$ cat src/rtl/dbgctl_pkg.sv
package dbgctl_pkg;
  localparam int CTRL_W   = 8;
  localparam int ARM_BIT  = 7;
  localparam int TRIG_BIT = 6;
  localparam int TGT_W    = 2;
  localparam int BANK_W   = 2;
  localparam int CFG_W    = 6;
  localparam int TGT_COP  = 0;
  localparam int TGT_CPU  = 1;

  typedef struct packed {
    logic              fwd_en;
    logic              bdm;
    logic [TGT_W-1:0]  tgt;
    logic [BANK_W-1:0] bank;
  } cfg_t;

  function automatic cfg_t cfg_from_word(input logic [CTRL_W-1:0] w);
    return cfg_t'(w[CFG_W-1:0]);
  endfunction

  function automatic logic [CTRL_W-1:0] word_from_state(input logic arm, input cfg_t c);
    return {arm, 1'b0, c};
  endfunction

  function automatic logic is_trig_write(input logic wr, input logic [CTRL_W-1:0] w);
    return wr && w[ARM_BIT] && w[TRIG_BIT];
  endfunction
endpackage

$ cat src/rtl/dbgctl_regs.sv
module dbgctl_regs
  import dbgctl_pkg::*;
(
  input  logic              clk,
  input  logic              rst_n,
  input  logic              wr,
  input  logic [CTRL_W-1:0] wdata,
  input  logic              session_end,
  output logic              armed,
  output cfg_t              cfg,
  output logic              enter_st1,
  output logic [CTRL_W-1:0] rdata
);
  logic arm_d;
  cfg_t cfg_d;
  logic enter_d;

  always_comb begin
    arm_d = armed;
    if (wr) arm_d = wdata[ARM_BIT];
    if (session_end) arm_d = 1'b0;
  end

  always_comb begin
    cfg_d = cfg;
    if (wr && !armed) cfg_d = cfg_from_word(wdata);
  end

  assign enter_d = wr && wdata[ARM_BIT] && !armed && !session_end;

  always_ff @(posedge clk or negedge rst_n) begin
    if (!rst_n) begin
      armed     <= 1'b0;
      cfg       <= '0;
      enter_st1 <= 1'b0;
    end else begin
      armed     <= arm_d;
      cfg       <= cfg_d;
      enter_st1 <= enter_d;
    end
  end

  assign rdata = word_from_state(armed, cfg);
endmodule

$ cat src/rtl/dbgctl_trig.sv
module dbgctl_trig
  import dbgctl_pkg::*;
(
  input  logic              clk,
  input  logic              rst_n,
  input  logic              wr,
  input  logic [CTRL_W-1:0] wdata,
  input  logic              armed,
  input  logic              secure,
  input  logic              session_end,
  output logic              force_final
);
  logic trig_ok;

  assign trig_ok = is_trig_write(wr, wdata) && armed && !secure && !session_end;

  always_ff @(posedge clk or negedge rst_n) begin
    if (!rst_n) force_final <= 1'b0;
    else        force_final <= trig_ok;
  end
endmodule

$ cat src/rtl/dbgctl_brk.sv
module dbgctl_brk
  import dbgctl_pkg::*;
(
  input  logic             clk,
  input  logic             rst_n,
  input  logic             armed,
  input  cfg_t             cfg,
  input  logic             final_hit,
  input  logic             trace_done,
  input  logic             trace_en,
  input  logic             cop_swbrk_req,
  output logic             session_end,
  output logic [TGT_W-1:0] brk_q
);
  logic sw_fwd;

  assign session_end = armed && ((final_hit && !trace_en) || trace_done);
  assign sw_fwd      = cop_swbrk_req && cfg.fwd_en;

  for (genvar t = 0; t < TGT_W; t++) begin : g_tgt
    logic req_d;
    if (t == TGT_CPU) begin : g_cpu
      assign req_d = (session_end && cfg.tgt[t]) || sw_fwd;
    end else begin : g_other
      assign req_d = session_end && cfg.tgt[t];
    end
    always_ff @(posedge clk or negedge rst_n) begin
      if (!rst_n) brk_q[t] <= 1'b0;
      else        brk_q[t] <= req_d;
    end
  end
endmodule

$ cat src/rtl/dbg_arm_ctrl.sv
module dbg_arm_ctrl
  import dbgctl_pkg::*;
(
  input  logic        clk,
  input  logic        rst_n,
  input  logic        ctl_wr,
  input  logic [7:0]  ctl_wdata,
  output logic [7:0]  ctl_rdata,
  input  logic        final_hit,
  input  logic        trace_done,
  input  logic        trace_en,
  input  logic        secure,
  input  logic        cop_swbrk_req,
  output logic        armed,
  output logic        enter_st1,
  output logic        force_final,
  output logic        cpu_brk,
  output logic        cop_brk,
  output logic        bdm_sel,
  output logic [1:0]  bank_sel
);
  cfg_t             cfg;
  logic             session_end;
  logic [TGT_W-1:0] brk_q;

  dbgctl_regs u_regs (
    .clk(clk), .rst_n(rst_n), .wr(ctl_wr), .wdata(ctl_wdata),
    .session_end(session_end), .armed(armed), .cfg(cfg),
    .enter_st1(enter_st1), .rdata(ctl_rdata)
  );

  dbgctl_trig u_trig (
    .clk(clk), .rst_n(rst_n), .wr(ctl_wr), .wdata(ctl_wdata),
    .armed(armed), .secure(secure), .session_end(session_end),
    .force_final(force_final)
  );

  dbgctl_brk u_brk (
    .clk(clk), .rst_n(rst_n), .armed(armed), .cfg(cfg),
    .final_hit(final_hit), .trace_done(trace_done), .trace_en(trace_en),
    .cop_swbrk_req(cop_swbrk_req), .session_end(session_end), .brk_q(brk_q)
  );

  assign cpu_brk  = brk_q[TGT_CPU];
  assign cop_brk  = brk_q[TGT_COP];
  assign bdm_sel  = cfg.bdm;
  assign bank_sel = cfg.bank;
endmodule

$ cat config.mk
export PLATFORM = sky130hd
export DESIGN_NAME = dbg_arm_ctrl
export DESIGN_NICKNAME = d
export VERILOG_FILES = /design/src/rtl/dbgctl_pkg.sv /design/src/rtl/dbgctl_regs.sv /design/src/rtl/dbgctl_trig.sv /design/src/rtl/dbgctl_brk.sv /design/src/rtl/dbg_arm_ctrl.sv
export SDC_FILE = /design/constraint.sdc
export NUM_CORES = 1
export LEC_CHECK = 0
export BUFFER_PORTS_ARGS = -buffer_cell sky130_fd_sc_hd__buf_2
export CORE_AREA = 2 2 39 41
export DETAILED_ROUTE_END_ITERATION = 16
export DIE_AREA = 0 0 41 43
export GPL_ROUTABILITY_DRIVEN = 0
export PLACE_DENSITY = 0.71
export SLEW_MARGIN = 20
export SYNTH_ARGS = -nofsm -noshare
export SYNTH_HDL_FRONTEND = slang
export SYNTH_SLANG_ARGS = --single-unit
$ cat constraint.sdc
create_clock -name clk -period 1.5 [get_ports clk]
set_input_delay 0.225 -clock clk [delete_from_list [all_inputs] [get_ports clk]]
set_output_delay 0.225 -clock clk [all_outputs]
set_load 0.005 [all_outputs]
==> results of run 1 <==
## worst max-delay path: cells and delay by family, from the launching register on
| family | cells | cell delay (ps) |
|---|---|---|
| flip-flops | 1 | 460 |
| AND/OR/NAND/NOR | 1 | 410 |
| multiplexers | 1 | 340 |
## flip-flops by register name, summed over array words and instances, names as in the netlist
| register | flops |
|---|---|
| u_regs.armed | 1 |
| u_brk.brk_q | 2 |
| u_regs.enter_st1 | 1 |
| u_trig.force_final | 1 |
| u_regs.cfg | 6 |
## metal layers
layer  wire length, um  global-route usage (%)  share of wire, %
met1               368                   13.67                40
met2               484                   18.44                52
met3                74                   3.141               8.0
met4                 0                   12.00                 0
met5                 0                       0                 0
## layout make-up
type | instances | area (um^2) | area share [%]
Sequential cell | 11 | 275.3 | 42.64
Multi-Input combinational cell | 17 | 160.2 | 24.81
Timing Repair Buffer | 31 | 160.2 | 24.81
Clock buffer | 4 | 26.28 | 4.070
Tap cell | 16 | 20.02 | 3.101
Inverter | 1 | 3.754 | 0.5814
## cells in the mapped netlist
cell type and count:
dfrtp_1 11, mux2_4 6, buf_4 5, nand2_1 2
a21o_1 1, a22oi_1 1, a32o_1 1, and3_2 1
buf_6 1, conb_1 1, inv_1 1, nor2_1 1
nor2b_2 1, nor4_1 1, or2b_1 1
## logic make-up after synthesis
kind of cell / after synthesis
muxes: 6
AOI/OAI and AO/OA: 3
DFF: 11
and+or+nand+nor: 7
other: 1
buffers and inverters: 7
## per-stage QoR
stage	hold WS [ps]	util (%)	area, um^2	cells	setup slack, ps
finish	111.2	46.65	645.6	80	164.8
global route	96.67	46.65	645.6	80	117.5
CTS	103.0	46.65	645.6	80	166.9
detailed placement	100.7	44.03	609.3	75	173.6
global placement	96.51	44.03	609.3	75	229.4
floorplan	-70.59	-	488.0	35	377.0
## power groups by stage
stage	Clock (mW)	Combinational [mW]	Sequential, mW
final	0.195	0.162	0.366
after CTS	0.206	0.165	0.367
after detailed placement	0	0.163	0.373
after global placement	0	0.159	0.370
after floorplan	0	0.101	0.372
after global routing	0.220	0.179	0.373
## final timing paths
| check | endpoint | slack, ps | cells after the start |
|---|---|---|---|
| max | u_regs.cfg[5] | 160 | 2 |
| min | u_trig.force_final | 110 | 2 |
| max reg2reg | u_regs.cfg[5] | 160 | 2 |
| min reg2reg | u_regs.cfg[1] | 530 | 1 |
| max in group asynchronous | u_regs.cfg[5] | 950 | 2 |
| min in group asynchronous | u_brk.brk_q[0] | 350 | 2 |
## timing repair
action / 4_1_cts / 5_1_grt
hold buffers: 1 / 0
buffers inserted: 0 / 0
hold endpoints to repair: 11 / 0
## layout by cell type, fill, tap and decap left out, types with 2 or more instances in the layout
cell,netlist,routed
clkbuf_4,0,3
nand2_1,2,2
dfrtp_1,11,11
mux2_4,6,6
buf_2,0,30
==> summary.md, run 1 <==
| Metric | Value |
|---|---|
| Hold Crit Class | input pin to register |
| Die Footprint | 1763 um^2 |
| Comb power frac | 22.4% |
| # diodes | 0 |
| Core area | 1384 um^2 |
| Complex-gate fraction of the synthesized area | 5.128% |
| Vias per cell | 4.413 |
| Top post-synthesis cells by area | dfrtp_1 56%, mux2_4 18%, buf_4 7.7%, buf_6 2.3%, a32o_1 2.1% |
| Synthesized area | 488.0 um^2 |
| Clock-pin slew on the worst setup and hold paths | 70 ps |
| Syn Area/Cell | 13.94 um^2 |
| Period utilisation layout | 89.01% |
| F_max | 748.9 MHz |
| Hold Vio Cnt, Final | 0 |
| CTS tree | done |
| FF+latch count, synth | 11 |
| Total gr overflow | 0 |
| Post-synthesis adder-cell area fraction | 0% |
| Cell Int Power | 0.5419 mW |
| Pin count of the biggest net entering global routing | 12 |
| Tmin final | 1335 ps |
| Yosys Warn Count | 0 |
| Fraction of layout cells with a size suffix above 1 | 64.06% |
| Number of CTS-inserted buffers | 3 |
| Skew final | 5.255 ps |
| Cell Chain, Critical Path | nor2b_2 -> mux2_4 |
| Leak | 0.3652 nW |
| Final antenna-violating net count | 0 |
| Largest family of logic cells by synthesized area | multiplexers |
| DRC viols | 0 |
| Pwr Density | 1120 nW/um^2 |
| Synth top area share | 56.41% |
| Root Driver | clkbuf_4 |
| Starting Density | 35.26% |
| Critical path fanouts, max | 9 |
| Total GRT Usage | 12.59% |
| Area share of and/or/nand/nor cells after synthesis | 8.462% |
| Vias in the first global route | 316 |
| Sw Ratio | 25.08% |
| Post_cts resized | 0 |
| Final #Nets | 81 |
| RSZ-0062 raised after global routing | false |
| CP max-delay cell | dfrtp_1 |
| Mux contribution to synthesized area | 18.46% |
| Status | finished, final reports clean |
| Hold_sp | secure |
| Final setup vio count | 0 |
| Seq pwr share | 50.6% |
| Clock Path Buffers | 2 |
| Fillcell total | 128 |
| Critical Path End Type | register |
| Peak supply drop | 355.6 uV |
| Clk_lat worst skew | 260 ps |
| Sequential element share of the synthesized area | 56.41% |
| Worst Path Required | 1650 ps |
| Yosys cell types | 15 |
| Initial antenna violation count | 0 |
| Switching power total | 0.1815 mW |
| HPWL after detailed placement | 732.1 um |
| First-pass GRT wire length | 1393 um |
| Routed len/inst | 11.59 um |
| Total wire length | 927 um |
| Critical setup path kind | register to register |
| Die Wd | 41 um |
| Post-Syn Instances | 35 |
| PortBufs | 30 |
| XOR/XNOR Fraction of Synth Area | 0% |
| CP peak stage delay | 460 ps |
| CP Launch Type | register |
| Setup crit start | u_regs.armed |
| Reg-to-Reg Start | u_regs.armed |
| H-tree levels | 1 |
| IO Count | 32 |
| Synth Net Count | 51 |
| Setup TNS | 0 ps |
| Sink Count | 11 |
| Final Max Tran Viols | 0 |
| DRT iter0 DRCs | 0 |
| Vias | 353 |
| Number of detailed-route iterations in the first pass | 1 |
| Std cell rows | 14 |
| Area Growth Syn to Fin | 32.31% |
| Clock network fraction of total power | 27.0% |
| Max-cap check violation count | 0 |
| Worst EP arrival | 1480 ps |
| Die Span Y | 43 um |
| Power, Total | 0.7234 mW |
| Area leader, netlist | dfrtp_1 |
Power figures use the tool's default switching activity.
==> run 2: changes to the inputs <==
--- a/config.mk
+++ b/config.mk
@@ -11,6 +11,7 @@
 export DIE_AREA = 0 0 41 43
 export GPL_ROUTABILITY_DRIVEN = 0
 export PLACE_DENSITY = 0.71
+export RECOVER_POWER = 25
 export SLEW_MARGIN = 20
 export SYNTH_ARGS = -nofsm -noshare
 export SYNTH_HDL_FRONTEND = slang
==> run 2 against run 1 <==
Against the previous run:
- clock-buffer cell count unchanged
- sequential cell count unchanged
- routed wire length down 0.22%
- final area fell by 0.19%
==> summary.md, run 2 (synthesis results as in run 1) <==
| Metric | Value |
|---|---|
| Status | finished, final reports clean |
| Leading cell type in the layout, fill and taps excluded | buf_2 |
| Initial antenna violation count | 0 |
| Skew final | 5.255 ps |
| Clock-pin slew on the worst setup and hold paths | 70 ps |
| Leak | 0.3625 nW |
| Commonest non-fill, non-tap cells in the layout | 29 x buf_2, 11 x dfrtp_1, 6 x mux2_4 |
| Clock Path Buffers | 2 |
| Biggest register | u_regs.cfg |
| Slew @ Worst Pin | 561.6 ps |
| Die Footprint | 1763 um^2 |
| F_max | 748.9 MHz |
| Critical Path End Type | register |
| CTS tree | done |
| Critical setup path kind | register to register |
| Hold Crit Class | input pin to register |
| Routed len/inst | 11.56 um |
| Max-cap check violation count | 0 |
| Fraction of layout cells with a size suffix above 1 | 62.50% |
| DRC viols | 0 |
| Comb power frac | 22.4% |
| Setup Fix Bufs, Post-CTS | 0 |
| DRT iter0 DRCs | 0 |
| Post_cts resized | 0 |
| Setup TNS | 0 ps |
| Switching power total | 0.1815 mW |
| Number of detailed-route iterations in the first pass | 1 |
| Total wire length | 925 um |
| CP Launch Type | register |
| Sw Ratio | 25.10% |
| Total gr overflow | 0 |
| Seq pwr share | 50.6% |
| Final Max Tran Viols | 0 |
| Vias per cell | 4.400 |
| Final setup vio count | 0 |
| Clock network fraction of total power | 27.0% |
| Vias in the first global route | 316 |
| Peak supply drop | 355.1 uV |
| Placed Cells | 75 |
| Flip-flop count of the largest register after layout | 6 |
| Regs by FF count | u_regs.cfg x6, u_brk.brk_q x2 |
| Tmin final | 1335 ps |
| Power, Total | 0.7230 mW |
| Cell Int Power | 0.5415 mW |
| Final #Nets | 81 |
| PortBufs | 30 |
| Dpl cell area | 609.3 um^2 |
| Slew HR | 62.56% |
| Starting Density | 35.26% |
| Pin count of the biggest net entering global routing | 12 |
| Total GRT Usage | 12.59% |
| Critical path fanouts, max | 9 |
| Vias | 352 |
| First-pass GRT wire length | 1393 um |
| Non-filler cells in the finished layout | 80 |
| Post-route cell area | 644.4 um^2 |
| Area Growth Syn to Fin | 32.05% |
| Number of CTS-inserted buffers | 3 |
| # diodes | 0 |
| Period utilisation layout | 89.01% |
| Hold Buf Count CTS | 1 |
| Final antenna-violating net count | 0 |
| IO Count | 32 |
| RSZ-0062 raised after global routing | false |
| Sink Count | 11 |
| Worst EP arrival | 1480 ps |
| Std cell rows | 14 |
| Die Wd | 41 um |
| Clk_lat worst skew | 260 ps |
| H-tree levels | 1 |
| Core area | 1384 um^2 |
| Die Span Y | 43 um |
| HPWL after detailed placement | 732.1 um |
| Pwr Density | 1122 nW/um^2 |
| Root Driver | clkbuf_4 |
| Hold Vio Cnt, Final | 0 |
| Worst Path Required | 1650 ps |
-- run 2: cell count changes in the layout (fill, tap and decap cells not counted), sizes merged --
cell	before	now
buf	30	29
clkbuf	4	5
-- run 2: power by group through the flow --
stage	sequential, mW	combinational (mW)	clock (mW)
floorplan	0.372	0.101	0
global placement	0.370	0.159	0
detailed placement	0.373	0.163	0
CTS	0.367	0.165	0.206
global route	0.373	0.179	0.220
finish	0.366	0.162	0.195
-- run 2: final cells by class --
class | count | area [um^2]
Multi-Input combinational cell | 17 | 160.2
Fill cell | 129 | 739.5
Clock buffer | 4 | 26.28
Tap cell | 16 | 20.02
Timing Repair Buffer | 31 | 158.9
Sequential cell | 11 | 275.3
Inverter | 1 | 3.754
-- run 2: stage by stage --
step	hold WS [ps]	util, %	worst slack, ps
5_1_grt	96.67	46.56	117.5
3_5_place_dp	100.7	44.03	173.6
6_report	111.2	46.56	164.8
3_3_place_gp	96.51	44.03	229.4
4_1_cts	103.0	46.65	166.9
2_1_floorplan	-70.59	-	377.0
-- run 2: path summary, 6_finish.rpt --
path,slack [ps],to,cells past startpoint,startpoint
min in group asynchronous,460,u_brk.brk_q[0],2,rst_n
max in group asynchronous,670,u_regs.cfg[5],2,rst_n
worst min register to register,530,u_regs.cfg[1],1,u_regs.cfg[1]
worst max register to register,160,u_regs.cfg[5],2,u_regs.armed
worst min-delay path,110,u_trig.force_final,2,secure
worst max-delay path,160,u_regs.cfg[5],2,u_regs.armed
-- run 2: layer usage --
metal	track usage [%]	wire, um	vias up
li1	-	-	170
met1	13.67	368	166
met2	18.44	482	16
met3	3.141	74	0
met4	12.00	0	0
met5	0	0	-
-- run 2: critical path: stages, from the launching register on --
cell and delay (ps):
dfrtp_1 460, nor2b_2 410, mux2_4 340
==> run 3: changes to the inputs <==
--- a/config.mk
+++ b/config.mk
@@ -5,12 +5,14 @@
 export SDC_FILE = /design/constraint.sdc
 export NUM_CORES = 1
 export LEC_CHECK = 0
+export ABC_AREA = 1
 export BUFFER_PORTS_ARGS = -buffer_cell sky130_fd_sc_hd__buf_2
 export CORE_AREA = 2 2 39 41
+export CTS_CLUSTER_SIZE = 8
 export DETAILED_ROUTE_END_ITERATION = 16
 export DIE_AREA = 0 0 41 43
 export GPL_ROUTABILITY_DRIVEN = 0
-export PLACE_DENSITY = 0.71
+export PLACE_DENSITY = 0.72
 export RECOVER_POWER = 25
 export SLEW_MARGIN = 20
 export SYNTH_ARGS = -nofsm -noshare
==> run 3 against run 2 <==
Against the previous run:
- register-to-register slack better by 370 ps
- setup slack gained 200 ps
- critical path depth decreased by 1
- via count increased by 32%
- synthesized cell count is 57% higher
- non-clock buffer count unchanged
- sequential share of layout area decreased by 0.81 points
- clock skew shrank 1.4 ps
- die area unchanged
- sequential power fell by 2%
- global-route usage rose by 1.6 points
- total power fell by 1.8%
- largest cell class unchanged
- highest routed layer unchanged
==> summary.md, run 3 <==
| Metric | Value |
|---|---|
| Total wire length | 1068 um |
| Tmin final | 1132 ps |
| Sequential element share of the synthesized area | 55.42% |
| Std cell rows | 14 |
| Clk_lat worst skew | 260 ps |
| DRC viols | 0 |
| Post_cts resized | 0 |
| Die Wd | 41 um |
| Final #Nets | 101 |
| Root Driver | clkbuf_4 |
| Area leader, netlist | dfrtp_1 |
| Period utilisation layout | 75.49% |
| PnR worst setup slack | 367.6 ps |
| Hold Crit Class | input pin to register |
| Cell Int Power | 0.5068 mW |
| Syn Area/Cell | 9.031 um^2 |
| CP Launch Type | register |
| Ys flop type | dfrtp_1 |
| CP max-delay cell | dfrtp_1 |
| Die Span Y | 43 um |
| # diodes | 0 |
| Pwr Density | 1080 nW/um^2 |
| HPWL after detailed placement | 821.1 um |
| Leak | 0.3986 nW |
| Routed len/inst | 10.68 um |
| Total gr overflow | 0 |
| Area Growth Syn to Fin | 32.24% |
| Largest delay contributor family on the critical path | flip-flops |
| Yosys cell types | 14 |
| Synthesized area | 496.7 um^2 |
| DRT iter0 DRCs | 14 |
| Comb power frac | 21.2% |
| First-pass GRT wire length | 1690 um |
| Critical setup path kind | register to output pin |
| Number of CTS-inserted buffers | 3 |
| H-tree levels | 1 |
| Yosys Warn Count | 0 |
| Max-cap check violation count | 0 |
| Initial antenna violation count | 0 |
| Commonest non-fill, non-tap cells in the layout | 29 x buf_2, 16 x nand2_1, 11 x dfrtp_1 |
| Top post-synthesis cells by count | 16 x nand2_1, 11 x dfrtp_1, 7 x nand3_1 |
| Util after Layout | 47.47% |
| Leading cell type in the layout, fill and taps excluded | buf_2 |
| Asr flop ratio synth | 100.0% |
| CP peak stage delay | 480 ps |
| Sw Ratio | 28.60% |
| Final antenna-violating net count | 0 |
| Cell Chain, Critical Path | buf_2 |
| Fillcell total | 137 |
| Starting Density | 35.90% |
| Number of flops mapped to enable cells by yosys | 0 |
| Setup Fix Bufs, Post-CTS | 0 |
| Peak supply drop | 348.1 uV |
| Clock Path Buffers | 2 |
| Seq pwr share | 50.4% |
| Flip-flop count of the largest register after layout | 6 |
| Skew final | 3.877 ps |
| Biggest register | u_regs.cfg |
| Die Footprint | 1763 um^2 |
| Critical path fanouts, max | 7 |
| Clock-pin slew on the worst setup and hold paths | 70 ps |
| Worst Path Required | 1270 ps |
| Regs by FF count | u_regs.cfg x6, u_brk.brk_q x2 |
| Hold_ws | 169.9 ps |
| Slew HR | 60.12% |
| FF+latch count, synth | 11 |
| Number of detailed-route iterations in the first pass | 6 |
| Synth top area share | 55.42% |
| Hold Vio Cnt, Final | 0 |
| Switching power total | 0.2030 mW |
| CTS tree | done |
| Vias per cell | 4.660 |
| Count leader, synth | nand2_1 |
| Final Max Tran Viols | 0 |
| Fraction of layout cells with a size suffix above 1 | 45.24% |
| Hold Buf Count CTS | 1 |
| Core area | 1384 um^2 |
| Power, Total | 0.7098 mW |
| Setup TNS | 0 ps |
| F_max | 883.1 MHz |
| Slew @ Worst Pin | 598.2 ps |
| Pin count of the biggest net entering global routing | 12 |
| Vias | 466 |
| Setup WS pre-CTS | 555.4 ps |
| Clock network fraction of total power | 28.3% |
| Critical Path End Type | output pin |
| Worst EP arrival | 910 ps |
| Worst path buffer plus inverter count | 1 |
| Sink Count | 11 |
| Final setup vio count | 0 |
| IO Count | 32 |
| Synth Net Count | 71 |
| Top post-synthesis cells by area | dfrtp_1 55%, nand2_1 12%, buf_4 9.1%, nand3_1 7.1%, inv_1 3.8% |
| Status | finished, final reports clean |
| RSZ-0062 raised after global routing | false |
| PortBufs | 30 |
| Total GRT Usage | 14.21% |
| Post-Syn Instances | 55 |
| Vias in the first global route | 415 |
[run 3: cell families (layout without fill, tap and decap cells)]
| family | count (synthesis) | after routing | synth area share, % |
|---|---|---|---|
| flops | 11 | 11 | 55.41 |
| other cells | 1 | 1 | 0.7549 |
| compound gates | 2 | 2 | 2.770 |
| buf+inv | 12 | 41 | 13.60 |
| simple gates | 29 | 29 | 27.46 |
[run 3: through the flow]
stage                     instance area [um^2]  instances
after CTS                                658.1        100
after global routing                     656.9        100
after detailed placement                 621.8         95
after global placement                   621.8         95
final                                    656.9        100
after floorplan                          496.7         55
[run 3: per-layer routing]
layer / part of all wire (%) / GRT usage [%] / vias to the layer above
li1: - / - / 224
met1: 36 / 17.33 / 212
met2: 55 / 21.88 / 30
met3: 9.6 / 4.712 / 0
met4: 0 / 6.000 / 0
met5: 0 / 0 / -
[run 3: power groups by stage]
stage	combinational (mW)	clock (mW)	sequential, mW
2_1_floorplan	0.0844	0	0.366
3_3_place_gp	0.148	0	0.361
3_5_place_dp	0.150	0	0.364
4_1_cts	0.154	0.202	0.358
5_1_grt	0.173	0.219	0.362
6_report	0.151	0.201	0.358
[run 3: worst paths after layout]
path | start | end | slack, ps | cells past startpoint
setup / recovery | u_regs.armed | ctl_rdata[7] | 370 | 1
hold / removal | cop_swbrk_req | u_brk.brk_q[1] | 170 | 3
setup reg to reg | u_regs.armed | u_regs.cfg[2] | 530 | 4
hold reg to reg | u_regs.cfg[1] | u_regs.cfg[1] | 500 | 2
max in group asynchronous | rst_n | u_regs.cfg[0] | 630 | 2
min in group asynchronous | rst_n | u_brk.brk_q[0] | 480 | 2
[run 3: worst register-to-register path: cells and delay by family, from the launching register on]
family / cells / cell delay (ps)
compound gates: 1 / 40
buf+inv: 1 / 170
flops: 1 / 470
simple gates: 2 / 200
[run 3: layout make-up]
type                            count  area [um^2]  area share [%]
Inverter                            6        22.52           3.429
Tap cell                           16        20.02           3.048
Timing Repair Buffer               31        158.9           24.19
Multi-Input combinational cell     32        153.9           23.43
Clock buffer                        4        26.28           4.000
Sequential cell                    11        275.3           41.90
